[src/rtl/rxf_pkg.sv]
package rxf_pkg;

   typedef enum logic [1:0] {
      WS_IDLE,
      WS_FRAME,
      WS_SKIP
   } wr_state_e;

   typedef struct packed {
      logic sof;
      logic eof;
      logic bad;
      logic err;
   } tag_t;

   // Decide the fate of a finished frame: {keep, bad, err}
   function automatic logic [2:0] end_policy(input logic crc_bad,
                                             input logic pass,
                                             input logic drop,
                                             input logic err_en,
                                             input logic released);
      if (!crc_bad || pass) return 3'b100;
      if (drop && !released) return 3'b010;
      return {1'b1, 1'b1, err_en};
   endfunction

endpackage

[src/rtl/rxf_mem.sv]
module rxf_mem #(
   parameter int WIDTH = 12,
   parameter int DEPTH = 16,
   localparam int AW = $clog2(DEPTH)
) (
   input  logic             clk,
   input  logic             we,
   input  logic [AW-1:0]    waddr,
   input  logic [WIDTH-1:0] wdata,
   input  logic [AW-1:0]    raddr,
   output logic [WIDTH-1:0] rdata
);

   logic [WIDTH-1:0] arr [DEPTH];

   always_ff @(posedge clk) begin
      if (we) arr[waddr] <= wdata;
   end

   assign rdata = arr[raddr];

endmodule

[src/rtl/rxf_sat_cnt.sv]
module rxf_sat_cnt #(
   parameter int W        = 32,
   parameter bit SATURATE = 1'b1
) (
   input  logic         clk,
   input  logic         rst_n,
   input  logic         clr,
   input  logic         inc,
   output logic [W-1:0] cnt
);

   logic [W-1:0] nxt;

   generate
      if (SATURATE) begin : g_sat
         always_comb nxt = (&cnt) ? cnt : cnt + 1'b1;
      end else begin : g_wrap
         always_comb nxt = cnt + 1'b1;
      end
   endgenerate

   always_ff @(posedge clk) begin
      if (!rst_n)   cnt <= '0;
      else if (clr) cnt <= '0;
      else if (inc) cnt <= nxt;
   end

   a_r12_clear_wins: assert property (@(posedge clk) disable iff (!rst_n)
      clr |=> (cnt == '0));

   a_r10_single_step: assert property (@(posedge clk) disable iff (!rst_n)
      !clr |=> (cnt == $past(cnt) || cnt == $past(cnt) + 1'b1));

endmodule

[src/rtl/rxf_wr_ctl.sv]
module rxf_wr_ctl
   import rxf_pkg::*;
#(
   parameter int DATA_W = 8,
   parameter int DEPTH  = 16,
   localparam int AW    = $clog2(DEPTH),
   localparam int PW    = AW + 1,
   localparam int LW    = AW + 2,
   localparam int THR_W = AW + 1,
   localparam int EW    = DATA_W + 4
) (
   input  logic              clk,
   input  logic              rst_n,
   input  logic              in_valid,
   input  logic [DATA_W-1:0] in_data,
   input  logic              in_sof,
   input  logic              in_eof,
   input  logic              in_crc_bad,
   input  logic              cfg_pass,
   input  logic              cfg_drop,
   input  logic              cfg_err_en,
   input  logic [THR_W-1:0]  xfer_thresh,
   input  logic [PW-1:0]     rd_ptr,
   output logic              mem_we,
   output logic [AW-1:0]     mem_waddr,
   output logic [EW-1:0]     mem_wdata,
   output logic [PW-1:0]     cmt_ptr,
   output logic              ovf_pulse,
   output logic              fcs_pulse
);

   initial begin : p_param_check
      assert (DEPTH >= 4 && (DEPTH & (DEPTH - 1)) == 0)
         else $error("rxf_wr_ctl: DEPTH must be a power of two of at least 4");
      assert (DATA_W >= 1) else $error("rxf_wr_ctl: DATA_W must be positive");
   end

   wr_state_e     st, st_nx;
   logic [PW-1:0] wr_ptr, wr_nx, sof_ptr, sof_nx, cmt_nx, base_ptr;
   logic [PW-1:0] used, free_slots;
   logic [LW-1:0] len, len_nx, len_new;
   logic          start, cont, acc, released;
   logic [2:0]    pol;
   tag_t          tag;

   assign used       = wr_ptr - rd_ptr;
   assign free_slots = PW'(DEPTH) - used;
   assign start      = in_valid && (st == WS_IDLE) && in_sof;
   assign cont       = in_valid && (st == WS_FRAME);
   assign acc        = start || cont;
   assign base_ptr   = start ? wr_ptr : sof_ptr;
   assign len_new    = start ? LW'(1) : ((&len) ? len : len + 1'b1);
   assign released   = len_new > LW'(xfer_thresh);
   assign pol        = end_policy(in_crc_bad, cfg_pass, cfg_drop, cfg_err_en, released);
   assign fcs_pulse  = in_valid && in_eof && in_crc_bad;

   always_comb begin
      st_nx     = st;
      wr_nx     = wr_ptr;
      sof_nx    = sof_ptr;
      cmt_nx    = cmt_ptr;
      len_nx    = len;
      mem_we    = 1'b0;
      ovf_pulse = 1'b0;
      tag       = '0;
      if (st == WS_SKIP) begin
         if (in_valid && in_eof) st_nx = WS_IDLE;
      end else if (acc) begin
         len_nx  = len_new;
         tag.sof = start;
         if (start) sof_nx = wr_ptr;
         if (free_slots == '0) begin
            // no room at all: frame is dropped whole
            ovf_pulse = 1'b1;
            wr_nx     = base_ptr;
            st_nx     = in_eof ? WS_IDLE : WS_SKIP;
         end else if (free_slots == PW'(1) && !in_eof) begin
            // last slot: truncate the frame here
            ovf_pulse = 1'b1;
            st_nx     = WS_SKIP;
            if (released) begin
               mem_we  = 1'b1;
               tag.eof = 1'b1;
               tag.bad = 1'b1;
               tag.err = cfg_err_en;
               wr_nx   = wr_ptr + 1'b1;
               cmt_nx  = wr_ptr + 1'b1;
            end else begin
               wr_nx = base_ptr;
            end
         end else if (in_eof) begin
            st_nx = WS_IDLE;
            if (pol[2]) begin
               mem_we  = 1'b1;
               tag.eof = 1'b1;
               tag.bad = pol[1];
               tag.err = pol[0];
               wr_nx   = wr_ptr + 1'b1;
               cmt_nx  = wr_ptr + 1'b1;
            end else begin
               wr_nx = base_ptr;
            end
         end else begin
            st_nx  = WS_FRAME;
            mem_we = 1'b1;
            wr_nx  = wr_ptr + 1'b1;
            if (released) cmt_nx = wr_ptr + 1'b1;
         end
      end
   end

   always_ff @(posedge clk) begin
      if (!rst_n) begin
         st      <= WS_IDLE;
         wr_ptr  <= '0;
         sof_ptr <= '0;
         cmt_ptr <= '0;
         len     <= '0;
      end else begin
         st      <= st_nx;
         wr_ptr  <= wr_nx;
         sof_ptr <= sof_nx;
         cmt_ptr <= cmt_nx;
         len     <= len_nx;
      end
   end

   assign mem_waddr = wr_ptr[AW-1:0];
   assign mem_wdata = {tag, in_data};

   a_r11_never_overfill: assert property (@(posedge clk) disable iff (!rst_n)
      used <= PW'(DEPTH));

   a_r11_full_only_between_frames: assert property (@(posedge clk) disable iff (!rst_n)
      (st == WS_FRAME && in_valid) |-> (free_slots != '0));

   a_r7_commit_not_past_write: assert property (@(posedge clk) disable iff (!rst_n)
      (cmt_ptr - rd_ptr) <= used);

   a_r6_rewind_to_sof: assert property (@(posedge clk) disable iff (!rst_n)
      1'b1 |=> (wr_ptr == $past(wr_ptr) || wr_ptr == $past(wr_ptr) + 1'b1
                || wr_ptr == $past(sof_ptr)));

endmodule

[src/rtl/rx_pkt_fifo.sv]
module rx_pkt_fifo
   import rxf_pkg::*;
#(
   parameter int DATA_W  = 8,
   parameter int DEPTH   = 16,
   parameter int CNT_W   = 32,
   parameter bit CNT_SAT = 1'b1,
   localparam int AW     = $clog2(DEPTH),
   localparam int PW     = AW + 1,
   localparam int THR_W  = AW + 1,
   localparam int EW     = DATA_W + 4
) (
   input  logic              clk,
   input  logic              rst_n,
   input  logic              cfg_pass,
   input  logic              cfg_drop,
   input  logic              cfg_err_en,
   input  logic [THR_W-1:0]  xfer_thresh,
   input  logic              stat_clr,
   input  logic              in_valid,
   input  logic [DATA_W-1:0] in_data,
   input  logic              in_sof,
   input  logic              in_eof,
   input  logic              in_crc_bad,
   input  logic              out_ready,
   output logic              out_valid,
   output logic [DATA_W-1:0] out_data,
   output logic              out_sof,
   output logic              out_eof,
   output logic              out_bad,
   output logic              out_err,
   output logic [CNT_W-1:0]  fcs_err_cnt,
   output logic [CNT_W-1:0]  ovf_cnt
);

   initial begin : p_param_check
      assert (CNT_W >= 2 && CNT_W <= 64) else $error("rx_pkt_fifo: CNT_W out of range");
      assert (DEPTH <= 4096) else $error("rx_pkt_fifo: DEPTH too large");
   end

   logic              mem_we, ovf_pulse, fcs_pulse;
   logic [AW-1:0]     mem_waddr;
   logic [EW-1:0]     mem_wdata, mem_rdata;
   logic [PW-1:0]     rd_ptr, cmt_ptr;
   tag_t              rtag;
   logic [DATA_W-1:0] rdat;

   rxf_wr_ctl #(.DATA_W(DATA_W), .DEPTH(DEPTH)) u_wr (
      .clk        (clk),
      .rst_n      (rst_n),
      .in_valid   (in_valid),
      .in_data    (in_data),
      .in_sof     (in_sof),
      .in_eof     (in_eof),
      .in_crc_bad (in_crc_bad),
      .cfg_pass   (cfg_pass),
      .cfg_drop   (cfg_drop),
      .cfg_err_en (cfg_err_en),
      .xfer_thresh(xfer_thresh),
      .rd_ptr     (rd_ptr),
      .mem_we     (mem_we),
      .mem_waddr  (mem_waddr),
      .mem_wdata  (mem_wdata),
      .cmt_ptr    (cmt_ptr),
      .ovf_pulse  (ovf_pulse),
      .fcs_pulse  (fcs_pulse)
   );

   rxf_mem #(.WIDTH(EW), .DEPTH(DEPTH)) u_mem (
      .clk  (clk),
      .we   (mem_we),
      .waddr(mem_waddr),
      .wdata(mem_wdata),
      .raddr(rd_ptr[AW-1:0]),
      .rdata(mem_rdata)
   );

   rxf_sat_cnt #(.W(CNT_W), .SATURATE(CNT_SAT)) u_fcs_cnt (
      .clk  (clk),
      .rst_n(rst_n),
      .clr  (stat_clr),
      .inc  (fcs_pulse),
      .cnt  (fcs_err_cnt)
   );

   rxf_sat_cnt #(.W(CNT_W), .SATURATE(CNT_SAT)) u_ovf_cnt (
      .clk  (clk),
      .rst_n(rst_n),
      .clr  (stat_clr),
      .inc  (ovf_pulse),
      .cnt  (ovf_cnt)
   );

   // read side: only committed words are visible
   assign out_valid = (rd_ptr != cmt_ptr);

   always_ff @(posedge clk) begin
      if (!rst_n)                       rd_ptr <= '0;
      else if (out_valid && out_ready)  rd_ptr <= rd_ptr + 1'b1;
   end

   assign {rtag, rdat} = mem_rdata;
   assign out_data = out_valid ? rdat     : '0;
   assign out_sof  = out_valid && rtag.sof;
   assign out_eof  = out_valid && rtag.eof;
   assign out_bad  = out_valid && rtag.bad;
   assign out_err  = out_valid && rtag.err;

   a_r9_flags_on_last: assert property (@(posedge clk) disable iff (!rst_n)
      (out_bad || out_err) |-> out_eof);

   a_r2_hold_when_stalled: assert property (@(posedge clk) disable iff (!rst_n)
      (out_valid && !out_ready) |=> (out_valid && $stable(out_data) && $stable(out_eof)));

endmodule

[config.mk]
export PLATFORM = sky130hd
export DESIGN_NAME = rx_pkt_fifo
export DESIGN_NICKNAME = d
export VERILOG_FILES = /design/src/rtl/rxf_pkg.sv /design/src/rtl/rxf_mem.sv /design/src/rtl/rxf_sat_cnt.sv /design/src/rtl/rxf_wr_ctl.sv /design/src/rtl/rx_pkt_fifo.sv
export SDC_FILE = /design/constraint.sdc
export NUM_CORES = 1
export LEC_CHECK = 0
export ABC_AREA = 1
export CORE_AREA = 10 10 165 167
export DETAILED_ROUTE_END_ITERATION = 16
export DIE_AREA = 0 0 175 177
export PLACE_DENSITY_LB_ADDON = 0.12
export SLEW_MARGIN = 30
export SYNTH_ARGS = -nofsm -noshare
export SYNTH_HDL_FRONTEND = slang
export SYNTH_HIERARCHICAL = 1
export SYNTH_SLANG_ARGS = --single-unit
[constraint.sdc]
create_clock -name clk -period 5 [get_ports clk]
set_clock_uncertainty 0.1 [all_clocks]
set_input_delay 0.75 -clock clk [delete_from_list [all_inputs] [get_ports clk]]
set_output_delay 0.75 -clock clk [all_outputs]
set_load 0.02 [all_outputs]
==> results.json <==
{
  "run_status": "complete, no violations",
  "synth_mux_area_share_pct": 0,
  "yosys.area_share.simple_pct": 31.8,
  "syn_to_final_growth_pct": 15.7,
  "final_nets": 1959,
  "cp_max_fo": 31,
  "grt_start_max_net_pins": 54,
  "setup_viol": 0,
  "pwr-share-comb_pct": 24.1,
  "gp_congestion": 0.940,
  "synth_edf_count": 192,
  "port_buffers": 100,
  "irDropWorstVdd_mv": 0.233,
  "p_leak_nw": 6.85,
  "synth_nets": 1864,
  "clock-sinks": 284,
  "drt-initial-drc-count": 1127,
  "post_cts_buffers": 0,
  "drc": 0,
  "core_region_area_sq_mm": 0.0240,
  "synth_top_family_by_area": "simple AND/OR/NAND/NOR gates",
  "grt_overflow_total": 0,
  "synth-xor-area-share_pct": 0.301,
  "hold_viol": 0,
  "seq_area_frac_synth_pct": 52.2,
  "intPower_mw": 4.54,
  "cts_tree": "yes",
  "arrival_ns": 3.08,
  "synth-seq-cells": 284,
  "wl_per_cell_um": 16.6,
  "hpwl_mm": 26.0,
  "syn_area_per_cell_sq_um": 7.99,
  "clock-root-buffer": "clkbuf_16",
  "powerDensity_mw_per_mm2": 389,
  "synth_warnings": 6,
  "worst_slew_pin_slew_ns": 0.953,
  "tns_ns": 0,
  "die_w_um": 175,
  "synth_fa_ha_area_share_pct": 1.60,
  "cts_buffers": 29,
  "switching_share_pct": 30.7,
  "ctsHoldBuffers": 0,
  "first_global_vias": 11600,
  "timing.slew.headroom_pct": 36.3,
  "row_count": 57,
  "post-route-min-period_ns": 3.93,
  "slowest_delay_ns": 0.63,
  "power_mw": 6.55,
  "hold_path_class": "register to register",
  "async_flop_share_pct": 0,
  "layout-drive-gt1-share_pct": 7.37,
  "p_sw_mw": 2.01,
  "netlist-cell-type-count": 49,
  "cp_slowest_cell": "clkdlybuf4s50_1",
  "routed_wl_mm": 37.6,
  "clockBufferDepth": 3,
  "start_util_pct": 60.8,
  "synthCells": 1822,
  "path_clk_slew_ns": 0.06,
  "clk_latency_ns": 0.54,
  "via_count": 12200,
  "cp_common_cell": "nand2_1",
  "setup_ws_ns": 1.07,
  "dp_slack_ns": 0.560,
  "finalCritPeriodShare_pct": 78.7,
  "viasPerCell": 5.39,
  "htree_levels": 1,
  "fp.dieH_um": 177,
  "synth_compound_area_share_pct": 3.83,
  "end_kind": "primary output",
  "start_kind": "register",
  "antenna_found_initial": 1,
  "die-area_sq_mm": 0.0310,
  "firstDrtPassIters": 5,
  "syn_area_sq_mm": 0.0146,
  "ys.flop_type": "edfxtp_1",
  "clock.fmax_mhz": 254,
  "rsz0062_at_grt": "false",
  "crit_path_cell_trace": "inv_2 > buf_4 > nand2_1 > nand2_1 > nand2_1 > nand3_1 > nand3_1 > nand2_1 > inv_1 > nor2_1 > clkdlybuf4s50_1",
  "io_pins": 101,
  "pwr-share-clk_pct": 35.6,
  "post_cts_resized": 0,
  "crit_type": "register to primary output",
  "track_usage_pct": 23.7,
  "seqPwrFrac_pct": 40.3,
  "ant_nets": 0,
  "crit_required_ns": 4.15,
  "drv_slew": 0,
  "maxCapViolCount": 0,
  "grt_pass1_wl_mm": 59.5
}
cells in the final DEF, fill, tap and decap left out, types with 2 or more instances in the layout:
cell type,Yosys,final
inv_1,264,264
o21ai_1,6,6
nor2_4,6,6
a31oi_1,4,4
a21oi_2,2,2
bufinv_16,0,7
o21ai_0,20,20
nand2_2,4,5
nor3_1,10,10
nor2_2,10,12
xor2_1,4,4
inv_6,1,2
o21ai_2,2,2
buf_4,17,38
nand3_1,228,228
inv_2,5,5
ha_1,17,17
nand4_1,13,13
dfxtp_1,92,90
clkinv_2,0,4
clkbuf_1,13,2
clkdlybuf4s50_1,0,100
nand3b_1,6,6
nand2_1,518,517
clkbuf_16,0,29
a21oi_1,56,56
clkinv_1,1,6
and2_1,2,2
edfxtp_1,192,192
clkinvlp_4,0,3
nand2_4,6,6
a211oi_1,5,5
nor2_1,249,247
nand3_2,9,9
critical path: cells and delay by family, from the launching register on:
kind,cells,cell delay (ns)
buf+inv,4,1.40
flops,1,0.43
simple gates,7,0.69
state kept, by name, indices dropped and copies added (netlist names):
register and cells:
u_wr/wr_ptr 5, rd_ptr 5, u_ovf_cnt/cnt 32, u_wr/st 2, u_wr/len 6, u_fcs_cnt/cnt 32, u_wr/sof_ptr 5, u_mem/arr 192
u_wr/cmt_ptr 5
cell families after synthesis:
| logic type | count (synthesis) |
|---|---|
| flops | 284 |
| simple gates | 1069 |
| fa+ha+maj | 18 |
| compound gates | 100 |
| xor+xnor | 5 |
| buf+inv | 346 |
per-layer routing:
metal | GRT usage [%] | routed length (um) | vias up | part of all wire, %
met2 | 39.7 | 17900 | 470 | 48
met5 | 0 | 0 | - | 0
met3 | 4.42 | 2780 | 88 | 7.4
li1 | - | - | 5982 | -
met4 | 10.2 | 1380 | 0 | 3.7
met1 | 29.6 | 15500 | 5669 | 41
cell type report:
type	count	area [sq um]
Antenna cell	1	2.50
Multi-Input combinational cell	1192	5480
Clock buffer	31	733
Inverter	272	1030
Clock inverter	22	305
Tap cell	324	405
Sequential cell	284	7610
Fill cell	1955	7110
Timing Repair Buffer	138	1290
synthesized netlist by cell type, types with 2 or more instances:
master	n	area share, %
inv_2	5	0.13
a211oi_1	5	0.26
buf_6	11	0.85
buf_4	17	0.88
nor2_1	249	6.4
clkbuf_1	13	0.34
a21oi_2	2	0.12
edfxtp_1	192	40
nand3_2	9	0.62
nor2_2	10	0.43
nand2_2	4	0.17
ha_1	17	1.5
inv_1	264	6.8
a31oi_1	4	0.17
nand3b_1	6	0.31
nand2_1	518	13
dfxtp_1	92	13
nand3_1	228	7.8
nand4_1	13	0.56
o21ai_1	6	0.21
a21oi_1	56	1.9
o21ai_2	2	0.12
buf_1	5	0.13
nor2_4	6	0.46
xor2_1	4	0.24
and2_1	2	0.086
nor3_1	10	0.34
buf_2	27	0.93
nand2_4	6	0.46
o21ai_0	20	0.69
per-stage QoR:
| step | cells | hold slack, ns | utilization, % | cell area, sq um |
|---|---|---|---|---|
| final | 2264 | 0.368 | 70.3 | 16800 |
| after global placement | 2210 | 0.360 | 66.0 | 15800 |
| after detailed placement | 2210 | 0.353 | 66.0 | 15800 |
| after CTS | 2263 | 0.364 | 70.3 | 16800 |
| after global routing | 2264 | 0.409 | 70.3 | 16800 |
| after floorplan | 1822 | 0.342 | - | 14600 |
power groups by stage:
stage	clock [mW]	combinational, mW	sequential [mW]
final	2.33	1.58	2.64
after CTS	2.37	1.57	2.64
after global routing	2.47	1.73	2.64
after global placement	0	1.54	2.69
after floorplan	0	1.12	2.66
after detailed placement	0	1.56	2.69
path summary, 6_finish.rpt:
kind / cells after the start / startpoint / end / slack [ns]
max reg2reg: 19 / u_wr/wr_ptr[1] / u_ovf_cnt/cnt[21] / 1.13
min reg2reg: 2 / u_wr/sof_ptr[4] / u_wr/sof_ptr[4] / 0.37
min: 2 / u_wr/sof_ptr[4] / u_wr/sof_ptr[4] / 0.37
max: 11 / rd_ptr[0] / out_data[6] / 1.07
No activity file was read; power rests on OpenSTA's default activity.
